`src/rtl/tmr_pkg.sv`:
```
// Package: shared constants and the control-field type for the prescaled timer.
// Assumes a 2-bit word address; field positions here define the software view.
package tmr_pkg;
    localparam int CNT_W  = 32;
    localparam int PS_W   = 8;
    localparam int ADDR_W = 2;

    localparam logic [ADDR_W-1:0] A_RELOAD = 2'd0;
    localparam logic [ADDR_W-1:0] A_COUNT  = 2'd1;
    localparam logic [ADDR_W-1:0] A_CTRL   = 2'd2;
    localparam logic [ADDR_W-1:0] A_STAT   = 2'd3;

    localparam int B_RUN   = 0;
    localparam int B_AUTO  = 1;
    localparam int B_IRQEN = 2;
    localparam int B_PS    = 8;

    typedef struct packed {
        logic [PS_W-1:0] prescale;
        logic            irq_en;
        logic            auto_rl;
        logic            run;
    } tmr_cfg_t;
endpackage

```
`src/rtl/tmr_prescaler.sv`:
```
// Prescaler: emits a one-cycle step when the phase counter reaches the divide
// value, giving one step every (div+1) enabled edges. Assumes div may change at
// any time; a phase already past a lowered div steps at once.
module tmr_prescaler #(
    parameter int PS_W = 8
) (
    input  logic            clk,
    input  logic            rst_n,
    input  logic            run,
    input  logic            restart,
    input  logic [PS_W-1:0] div,
    output logic            tick
);
    logic [PS_W-1:0] phase;

    // Step request: enabled and phase has reached the divide value.
    always_comb tick = run && (phase >= div);

    // Phase counter: restarts on count writes, holds while stopped.
    always_ff @(posedge clk) begin
        if (!rst_n)       phase <= '0;
        else if (restart) phase <= '0;
        else if (run)     phase <= tick ? '0 : phase + 1'b1;
    end

    assert_phase_frozen_R7: assert property (@(posedge clk) disable iff (!rst_n)
        (!run && !restart) |=> $stable(phase));
    assert_phase_restart_R2: assert property (@(posedge clk) disable iff (!rst_n)
        restart |=> (phase == '0));
endmodule

```
`src/rtl/tmr_decrementer.sv`:
```
// Decrementer: holds the live count, steps it down on each prescaled tick,
// reloads from the reload value at zero in auto mode, and flags the 1->0 step.
// Assumes a bus write to the count has priority over any tick in that cycle.
module tmr_decrementer #(
    parameter int CNT_W = 32
) (
    input  logic             clk,
    input  logic             rst_n,
    input  logic             tick,
    input  logic             auto_rl,
    input  logic             wr_cnt,
    input  logic [CNT_W-1:0] wr_val,
    input  logic [CNT_W-1:0] reload_val,
    output logic [CNT_W-1:0] count,
    output logic             zero_evt
);
    localparam logic [CNT_W-1:0] ONE = CNT_W'(1);

    logic [CNT_W-1:0] count_nx;

    // Next-count selection and expiry detection.
    always_comb begin
        count_nx = count;
        zero_evt = 1'b0;
        if (wr_cnt) begin
            count_nx = wr_val;
        end else if (tick) begin
            if (count == '0) begin
                count_nx = auto_rl ? reload_val : '0;
            end else begin
                count_nx = count - ONE;
                zero_evt = (count == ONE);
            end
        end
    end

    // Live count register.
    always_ff @(posedge clk) begin
        if (!rst_n) count <= '0;
        else        count <= count_nx;
    end

    assert_step_down_R3: assert property (@(posedge clk) disable iff (!rst_n)
        (tick && !wr_cnt && count > ONE) |=> (count == $past(count) - ONE));
    assert_shot_hold_R5: assert property (@(posedge clk) disable iff (!rst_n)
        (tick && !wr_cnt && count == '0 && !auto_rl) |=> (count == '0));
    assert_auto_reload_R6: assert property (@(posedge clk) disable iff (!rst_n)
        (tick && !wr_cnt && count == '0 && auto_rl) |=> (count == $past(reload_val)));
    assert_idle_hold_R7: assert property (@(posedge clk) disable iff (!rst_n)
        (!tick && !wr_cnt) |=> $stable(count));
    assert_write_wins_R10: assert property (@(posedge clk) disable iff (!rst_n)
        wr_cnt |=> (count == $past(wr_val)));
endmodule

```
`src/rtl/tmr_regs.sv`:
```
// Register file: decodes the word-addressed bus into the reload and control
// registers, the sticky write-one-to-clear status flag, the count-write strobe
// and the combinational read mux. Assumes one write per cycle, no wait states.
module tmr_regs
    import tmr_pkg::*;
#(
    parameter int CNT_W  = 32,
    parameter int ADDR_W = 2
) (
    input  logic              clk,
    input  logic              rst_n,
    input  logic [ADDR_W-1:0] bus_addr,
    input  logic              bus_we,
    input  logic [CNT_W-1:0]  bus_wdata,
    input  logic              zero_evt,
    input  logic [CNT_W-1:0]  count,
    output tmr_cfg_t          cfg,
    output logic [CNT_W-1:0]  reload_val,
    output logic              wr_cnt,
    output logic              status,
    output logic [CNT_W-1:0]  bus_rdata
);
    logic wr_reload, wr_ctrl, wr_clear;

    // Write decode.
    always_comb begin
        wr_reload = bus_we && (bus_addr == A_RELOAD);
        wr_cnt    = bus_we && (bus_addr == A_RELOAD || bus_addr == A_COUNT);
        wr_ctrl   = bus_we && (bus_addr == A_CTRL);
        wr_clear  = bus_we && (bus_addr == A_STAT) && bus_wdata[0];
    end

    // Reload value register.
    always_ff @(posedge clk) begin
        if (!rst_n)         reload_val <= '0;
        else if (wr_reload) reload_val <= bus_wdata;
    end

    // Control register fields.
    always_ff @(posedge clk) begin
        if (!rst_n) begin
            cfg <= '0;
        end else if (wr_ctrl) begin
            cfg.run      <= bus_wdata[B_RUN];
            cfg.auto_rl  <= bus_wdata[B_AUTO];
            cfg.irq_en   <= bus_wdata[B_IRQEN];
            cfg.prescale <= bus_wdata[B_PS +: PS_W];
        end
    end

    // Sticky status flag; a new event beats a same-cycle clear.
    always_ff @(posedge clk) begin
        if (!rst_n)        status <= 1'b0;
        else if (zero_evt) status <= 1'b1;
        else if (wr_clear) status <= 1'b0;
    end

    // Read mux, combinational from the address.
    always_comb begin
        bus_rdata = '0;
        case (bus_addr)
            A_RELOAD: bus_rdata = reload_val;
            A_COUNT:  bus_rdata = count;
            A_CTRL: begin
                bus_rdata[B_RUN]         = cfg.run;
                bus_rdata[B_AUTO]        = cfg.auto_rl;
                bus_rdata[B_IRQEN]       = cfg.irq_en;
                bus_rdata[B_PS +: PS_W]  = cfg.prescale;
            end
            default:  bus_rdata[0] = status;
        endcase
    end

    assert_flag_sets_R4: assert property (@(posedge clk) disable iff (!rst_n)
        zero_evt |=> status);
    assert_flag_clears_R8: assert property (@(posedge clk) disable iff (!rst_n)
        (wr_clear && !zero_evt) |=> !status);
    assert_flag_holds_R8: assert property (@(posedge clk) disable iff (!rst_n)
        (status && !wr_clear) |=> status);
endmodule

```
`src/rtl/prescaled_down_timer.sv`:
```
// Top: 32-bit prescaled down-counting timer with a four-word register port and
// a level interrupt. Assumes a single clock and synchronous active-low reset.
module prescaled_down_timer
    import tmr_pkg::*;
#(
    parameter int CNT_W  = tmr_pkg::CNT_W,
    parameter int PS_W   = tmr_pkg::PS_W,
    parameter int ADDR_W = tmr_pkg::ADDR_W
) (
    input  logic              clk,
    input  logic              rst_n,
    input  logic [ADDR_W-1:0] bus_addr,
    input  logic              bus_we,
    input  logic [CNT_W-1:0]  bus_wdata,
    output logic [CNT_W-1:0]  bus_rdata,
    output logic              irq
);
    tmr_cfg_t         cfg;
    logic [CNT_W-1:0] reload_val;
    logic [CNT_W-1:0] count;
    logic             wr_cnt;
    logic             tick;
    logic             zero_evt;
    logic             status;

    tmr_regs #(.CNT_W(CNT_W), .ADDR_W(ADDR_W)) u_regs (
        .clk(clk), .rst_n(rst_n), .bus_addr(bus_addr), .bus_we(bus_we),
        .bus_wdata(bus_wdata), .zero_evt(zero_evt), .count(count),
        .cfg(cfg), .reload_val(reload_val), .wr_cnt(wr_cnt),
        .status(status), .bus_rdata(bus_rdata)
    );

    tmr_prescaler #(.PS_W(PS_W)) u_ps (
        .clk(clk), .rst_n(rst_n), .run(cfg.run), .restart(wr_cnt),
        .div(cfg.prescale), .tick(tick)
    );

    tmr_decrementer #(.CNT_W(CNT_W)) u_dec (
        .clk(clk), .rst_n(rst_n), .tick(tick), .auto_rl(cfg.auto_rl),
        .wr_cnt(wr_cnt), .wr_val(bus_wdata), .reload_val(reload_val),
        .count(count), .zero_evt(zero_evt)
    );

    // Interrupt request: status flag gated by the enable.
    always_comb irq = status && cfg.irq_en;

    assert_irq_masked_R9: assert property (@(posedge clk) disable iff (!rst_n)
        !cfg.irq_en |-> !irq);
    assert_stopped_still_R7: assert property (@(posedge clk) disable iff (!rst_n)
        (!cfg.run && !wr_cnt) |=> $stable(count));
endmodule

```
`config.mk`:
```
export PLATFORM = sky130hd
export DESIGN_NAME = prescaled_down_timer
export DESIGN_NICKNAME = d
export VERILOG_FILES = /design/src/rtl/tmr_pkg.sv /design/src/rtl/tmr_prescaler.sv /design/src/rtl/tmr_decrementer.sv /design/src/rtl/tmr_regs.sv /design/src/rtl/prescaled_down_timer.sv
export SDC_FILE = /design/constraint.sdc
export NUM_CORES = 1
export LEC_CHECK = 0
export CAP_MARGIN = 0
export CORE_UTILIZATION = 50
export CTS_CLUSTER_DIAMETER = 80
export DETAILED_ROUTE_END_ITERATION = 16
export PLACE_DENSITY = 0.73
export SLEW_MARGIN = 20
export SYNTH_ARGS = -nofsm -noshare
export SYNTH_HDL_FRONTEND = slang
export SYNTH_HIERARCHICAL = 1
export SYNTH_SLANG_ARGS = --single-unit
```
`constraint.sdc`:
```
create_clock -name clk -period 2.45 [get_ports clk]
set_input_delay 0.3675 -clock clk [delete_from_list [all_inputs] [get_ports clk]]
set_output_delay 0.3675 -clock clk [all_outputs]
set_load 0.1 [all_outputs]
```
Word-level counts from Yosys, hierarchy flattened:

Index checks and enable logic that the tools add are counted.

* ROM bits: 0
* bits in registers: 84
* memories: 0
* bits in latches: 0
* bits in writable memories: 0
* bits of input ports: 37
* word-level logic and storage cells: 44
* output and inout port bits: 33

* div/mod/pow operators: 0
* bitwise operators: 1
* reductions and logical operators: 13
* $mul: 0
* shift-type cells: 0
* add/subtract/negate cells: 2
* muxes and demuxes: 15
* eq/ne operators: 4
* order comparisons: 1

Operators by type and width (count)
* two-way mux 32 bit: 4
* equality test 32 x 1 -> 1 bit (second input constant): 1
* logical NOT 32 bit: 1
* case mux 16 bit (2 select lines): 1
* subtractor 32 x 1 -> 32 bit (second input constant): 1
* case mux 8 bit (3 select lines): 1
* case mux 5 bit (2 select lines): 1
* adder 8 x 1 -> 8 bit (second input constant): 1
* >= comparator 8 bit: 1
* two-way mux 8 bit: 1
* logical AND 1 bit: 7
* case mux 2 bit (3 select lines): 1
* two-way mux 1 bit: 5
* equality test 2 bit (second input constant): 2
* nonzero test 2 bit: 2
* case mux 1 bit (3 select lines): 1
* equality test 2 x 1 -> 1 bit (second input constant): 1
* logical NOT 2 bit: 1
* OR reduction 2 bit: 1
* logical OR 1 bit: 1
* NOT 1 bit: 1

Longest topological paths before layout:

* word-level depth: 5
* depth in mapped cells: 11
* depth with buffers taken out: 10

By module:

The synthesis kept the hierarchy.

By module, submodules not included
* tmr_decrementer: times used 1, area each 2542.4 um^2, sequential area each 640.6 um^2, cells an instance 337
* tmr_regs: times used 1, area each 2323.5 um^2, sequential area each 880.8 um^2, cells an instance 254
* tmr_prescaler: times used 1, area each 591.8 um^2, sequential area each 160.2 um^2, cells an instance 63
* prescaled_down_timer: times used 1, area each 6.3 um^2, sequential area each 0.0 um^2, cells an instance 1

Least setup slack after synthesis:

OpenSTA, ideal clock, no wires.

* path kind: input to output
* from: input port bus_addr[1]
* to: output port bus_rdata[10]
* stages on the path: 4
* setup slack: -0.158 ns
* path buffers: 2
* required time: 2.082 ns
* arrival time: 2.241 ns
* cell sequence: buf_6 -> buf_4 -> mux2i_1 -> o2bb2ai_1

* longest elaborated chain between the ends: 2
* elaborated cells between the ends (all ways): 4
* those cells by class: 2 x eq/ne; 1 x mux; 1 x reduce/logical

RTL lines
* from (decl): line prescaled_down_timer.sv:12 `input logic [ADDR_W-1:0] bus_addr,`
* equality test 2 bit, or another cell as far along: line tmr_regs.sv:61 `case (bus_addr)`
* case mux 8 bit (3 select lines) *: line tmr_regs.sv:61
* to (decl): line prescaled_down_timer.sv:15 `output logic [CNT_W-1:0] bus_rdata,`

Every way passes the cells marked *; elsewhere a longest branch is shown, timed or not.

Worst setup path after layout:

* from: register u_regs/cfg[9] (netlist name)
* to: register u_dec.count[30]

* longest elaborated chain between the ends: 3

RTL lines
* >= comparator 8 bit: line tmr_prescaler.sv:17 `always_comb tick = run && (phase >= div);`
* logical AND 1 bit: line tmr_prescaler.sv:17
* net tick: line prescaled_down_timer.sv:22 `logic tick;`
* nonzero test 2 bit (no source line)
* to (signal assigned): line tmr_decrementer.sv:40 `else count <= count_nx;`
* to (decl): line tmr_decrementer.sv:14 `output logic [CNT_W-1:0] count,`

The timed path passes the listed nets, and every way through them passes these cells.
A chain may end at the register's enable or synchronous reset.

==> metrics.md <==
| Metric | Value |
|---|---|
| Post-synthesis compound-gate area fraction | `0.148` |
| Starting density of the core | `0.522` |
| Setup violators final | `0` |
| Syn Nets | `703` |
| Register-to-Register Setup Slack | `0.09 ns` |
| # diodes | `0` |
| Routed WL | `15800 um` |
| PwrDens | `538 mW/mm^2` |
| Die Height | `107 um` |
| Synth warnings | `6` |
| Share of power burned in combinational logic | `0.264` |
| Root buf cell | `clkbuf_8` |
| Int Pwr | `2.54 mW` |
| VDD IR-drop max | `0.322 mV` |
| CTS Sinks | `84` |
| Synth Area in Adders | `0.0252` |
| Initial antenna violation count | `0` |
| Port Buffers | `69` |
| Final Skew | `0.0136 ns` |
| GPL Wtd Cong | `0.930` |
| Area share of the largest cell type after synthesis | `0.308` |
| Slew @ Worst Pin | `0.643 ns` |
| Max-cap violation count | `0` |
| Outcome | `complete, no violations` |
| Final max-slew violation count | `0` |
| Global route overflow | `0` |
| Tot GR Track Use | `0.280` |
| Req. time, crit path | `2.70 ns` |
| Ys async rst share | `0` |
| P&R area growth vs syn | `27.5%` |
| Critical path type | `reg -> reg` |
| Setup TNS | `0 ns` |
| Seq cells post-synth | `84` |
| Placed Instances | `851` |
| Main combinational cell family by area after synthesis | `simple AND/OR/NAND/NOR gates` |
| RSZ-0062 raised after global routing | `false` |
| Syn_area_per_cell | `8.34 um^2` |
| DRT iter0 DRCs | `387` |
| Clock latency on the worst-skew pair | `0.36 ns` |
| Remaining antenna violation count | `0` |
| Hold Slack | `0.478 ns` |
| Clk buf depth | `2` |
| Fin util | `0.666` |
| Yosys cell types | `71` |
| Area leader, netlist | `dfxtp_1` |
| Simple-Gate Fraction of Synth Area | `0.267` |
| Fin nets | `774` |
| Core Rows | `37` |
| Mapped Area | `0.00546 mm^2` |
| Clk pwr share | `0.333` |
| Final HPWL DP | `11100 um` |
| Share of cells above drive strength 1 | `0.220` |
| Post-CTS Setup Inserts | `0` |
| P_leak | `2.71 nW` |
| H-tree depth | `3` |
| Core Box Area | `0.0105 mm^2` |
| Top Ports | `70` |
| Post-Synthesis Cells | `655` |
| CTS tree | `yes` |
| CTS Buf Count | `9` |
| Register Area | `0.00168 mm^2` |
| Number of flops mapped to enable cells by yosys | `0` |
| Critical R2R Capture | `u_dec/count[30]$_SDFFE_PN0P_` |
| XOR/XNOR share of the synthesized area | `0.0401` |
| Chip width | `107 um` |
| Min Tclk post-route | `2.36 ns` |
| Worst setup path start | `u_regs/cfg[9]$_SDFFE_PN0P_` |
| Number of global-route vias before repair | `5127` |
| First-pass GRT wire length | `25300 um` |
| Die Footprint | `0.0113 mm^2` |
| CP startpoint kind | `flip-flop` |
| Worst setup EP type | `flip-flop` |
| Post-Layout Cell Count | `867` |
| Switching portion of total power | `0.322` |
| Final hold violations | `0` |
| Slew headroom | `0.569` |
| Post-synthesis sequential area ratio | `0.308` |
| CTS resizes | `0` |
| Ys flop type | `dfxtp_1` |
| Min-delay src | `u_regs/reload_val[3]$_SDFFE_PN0P_` |
| TritonRoute pass-1 iters | `5` |
| Crit Reg-Reg Startpoint | `u_regs/cfg[9]$_SDFFE_PN0P_` |
| Post-cts hold buffer count | `0` |
| Mux share of post-synthesis cell area | `0.143` |
| Fin crit share | `0.963` |
| Reg2reg path depth | `9` |
| Largest net degree at the start of global routing | `96` |
| DR vias | `5259` |
| Clock transition at the registers of the reported paths | `0.09 ns` |
| Max FO, Critical Path | `12` |
| Class of the worst hold path | `reg -> reg` |
| F_max | `0.424 GHz` |
| Worst Setup EP | `u_dec/count[30]$_SDFFE_PN0P_` |
| Avg WL per Cell | `18.2 um` |
| Area occupied by multi-input gates | `0.00351 mm^2` |
| Net Switching | `1.21 mW` |
| CP Data Arrival Time | `2.61 ns` |
| Fillers | `873` |
| Remaining DRCs | `0` |
| Vias per inst | `6.07` |
| Top cells by area, synth | `dfxtp_1, mux2i_1, nand2_1, a21oi_1, nor2_1` |
| Sequential Power Share | `0.403` |
-- synth_stat cells, types with 3 or more instances --
master,instances
and3_2,9
or3_1,7
inv_1,13
nor3_2,8
o21ai_0,33
nor3b_1,3
buf_2,13
nand4_1,9
xnor2_1,14
nor2_1,45
nor4_4,3
ha_1,11
nand2_1,105
a21oi_1,55
o21ai_1,3
and3_1,16
nor3_1,20
a31oi_1,7
buf_6,5
nor3b_2,3
xor2_1,11
buf_4,4
o211ai_1,4
nor4_2,3
o2bb2ai_1,10
a211oi_1,3
clkbuf_1,19
dfxtp_1,84
buf_12,3
mux2i_1,76
nand3_1,7
-- state kept, by name, summed over array words and instances, names as in the netlist --
signal	cells
u_regs/reload_val	32
u_regs/cfg	11
u_dec/count	32
u_regs/status	1
u_ps/phase	8
-- cells in the final DEF (no fill, tap or decap), types with 10 or more instances in the layout --
master / count
a21oi_1: 55
and3_1: 16
buf_12: 33
buf_4: 40
clkbuf_8: 10
clkdlybuf4s50_1: 33
dfxtp_1: 84
ha_1: 11
inv_1: 13
mux2i_1: 76
nand2_1: 105
nor2_1: 25
nor2_2: 20
nor3_1: 20
o21ai_0: 33
xnor2_1: 14
xor2_1: 11
-- logic make-up after synthesis --
family,Yosys count
flops,84
buf+inv,62
fa+ha+maj,11
xor+xnor,25
compound gates,134
simple gates,262
mux,77
-- power groups by stage --
stage / logic [mW] / registers [mW] / clock network (mW)
6_report: 0.987 / 1.51 / 1.25
5_1_grt: 1.05 / 1.52 / 1.32
4_1_cts: 0.976 / 1.51 / 1.26
3_5_place_dp: 0.970 / 1.54 / 0
3_3_place_gp: 0.953 / 1.53 / 0
2_1_floorplan: 0.663 / 1.52 / 0
-- worst min path at each step --
stage | to | slack (ns) | depth (start not counted)
6_report | u_regs/reload_val[3]$_SDFFE_PN0P_ | 0.48 | 2
5_1_grt | u_regs/reload_val[10]$_SDFFE_PN0P_ | 0.50 | 2
4_1_cts | u_regs/status$_SDFFE_PN0P_ | 0.48 | 3
3_5_place_dp | u_regs/reload_val[20]$_SDFFE_PN0P_ | 0.46 | 2
3_3_place_gp | u_regs/reload_val[3]$_SDFFE_PN0P_ | 0.46 | 2
2_1_floorplan | u_regs/reload_val[1]$_SDFFE_PN0P_ | 0.44 | 2
-- through the flow --
stage	instance area [um^2]	total power [mW]	setup WS (ns)
after detailed placement	6700	2.51	0.135
after CTS	6950	3.74	0.0987
after floorplan	5550	2.18	-0.123
after global placement	6700	2.49	0.203
final	6970	3.74	0.0919
after global routing	6970	3.88	0.0144
-- worst max-delay path, cell delays in order (launching register included) --
cell,delay (ns)
dfxtp_1,0.37
inv_1,0.06
ha_1,0.31
and3_4,0.19
a221o_1,0.35
a22o_2,0.27
buf_4,0.20
or3_1,0.33
o211ai_1,0.10
a31oi_1,0.07
-- layer usage --
| metal | vias up | part of all wire | wire length [um] | GRT usage |
|---|---|---|---|---|
| met5 | - | 0 | 0 | 0 |
| met4 | 0 | 0.021 | 331 | 0.115 |
| met3 | 36 | 0.069 | 1090 | 0.0423 |
| met2 | 237 | 0.47 | 7490 | 0.464 |
| met1 | 2498 | 0.44 | 6870 | 0.363 |
| li1 | 2488 | - | - | - |
-- cell type report --
| cell class | count | share of cell area |
|---|---|---|
| Clock buffer | 11 | 0.0203 |
| Clock inverter | 5 | 0.0154 |
| Inverter | 13 | 0.00701 |
| Multi-Input combinational cell | 509 | 0.504 |
| Sequential cell | 84 | 0.241 |
| Tap cell | 136 | 0.0244 |
| Timing Repair Buffer | 109 | 0.188 |
(Power assumes the default switching activity.)
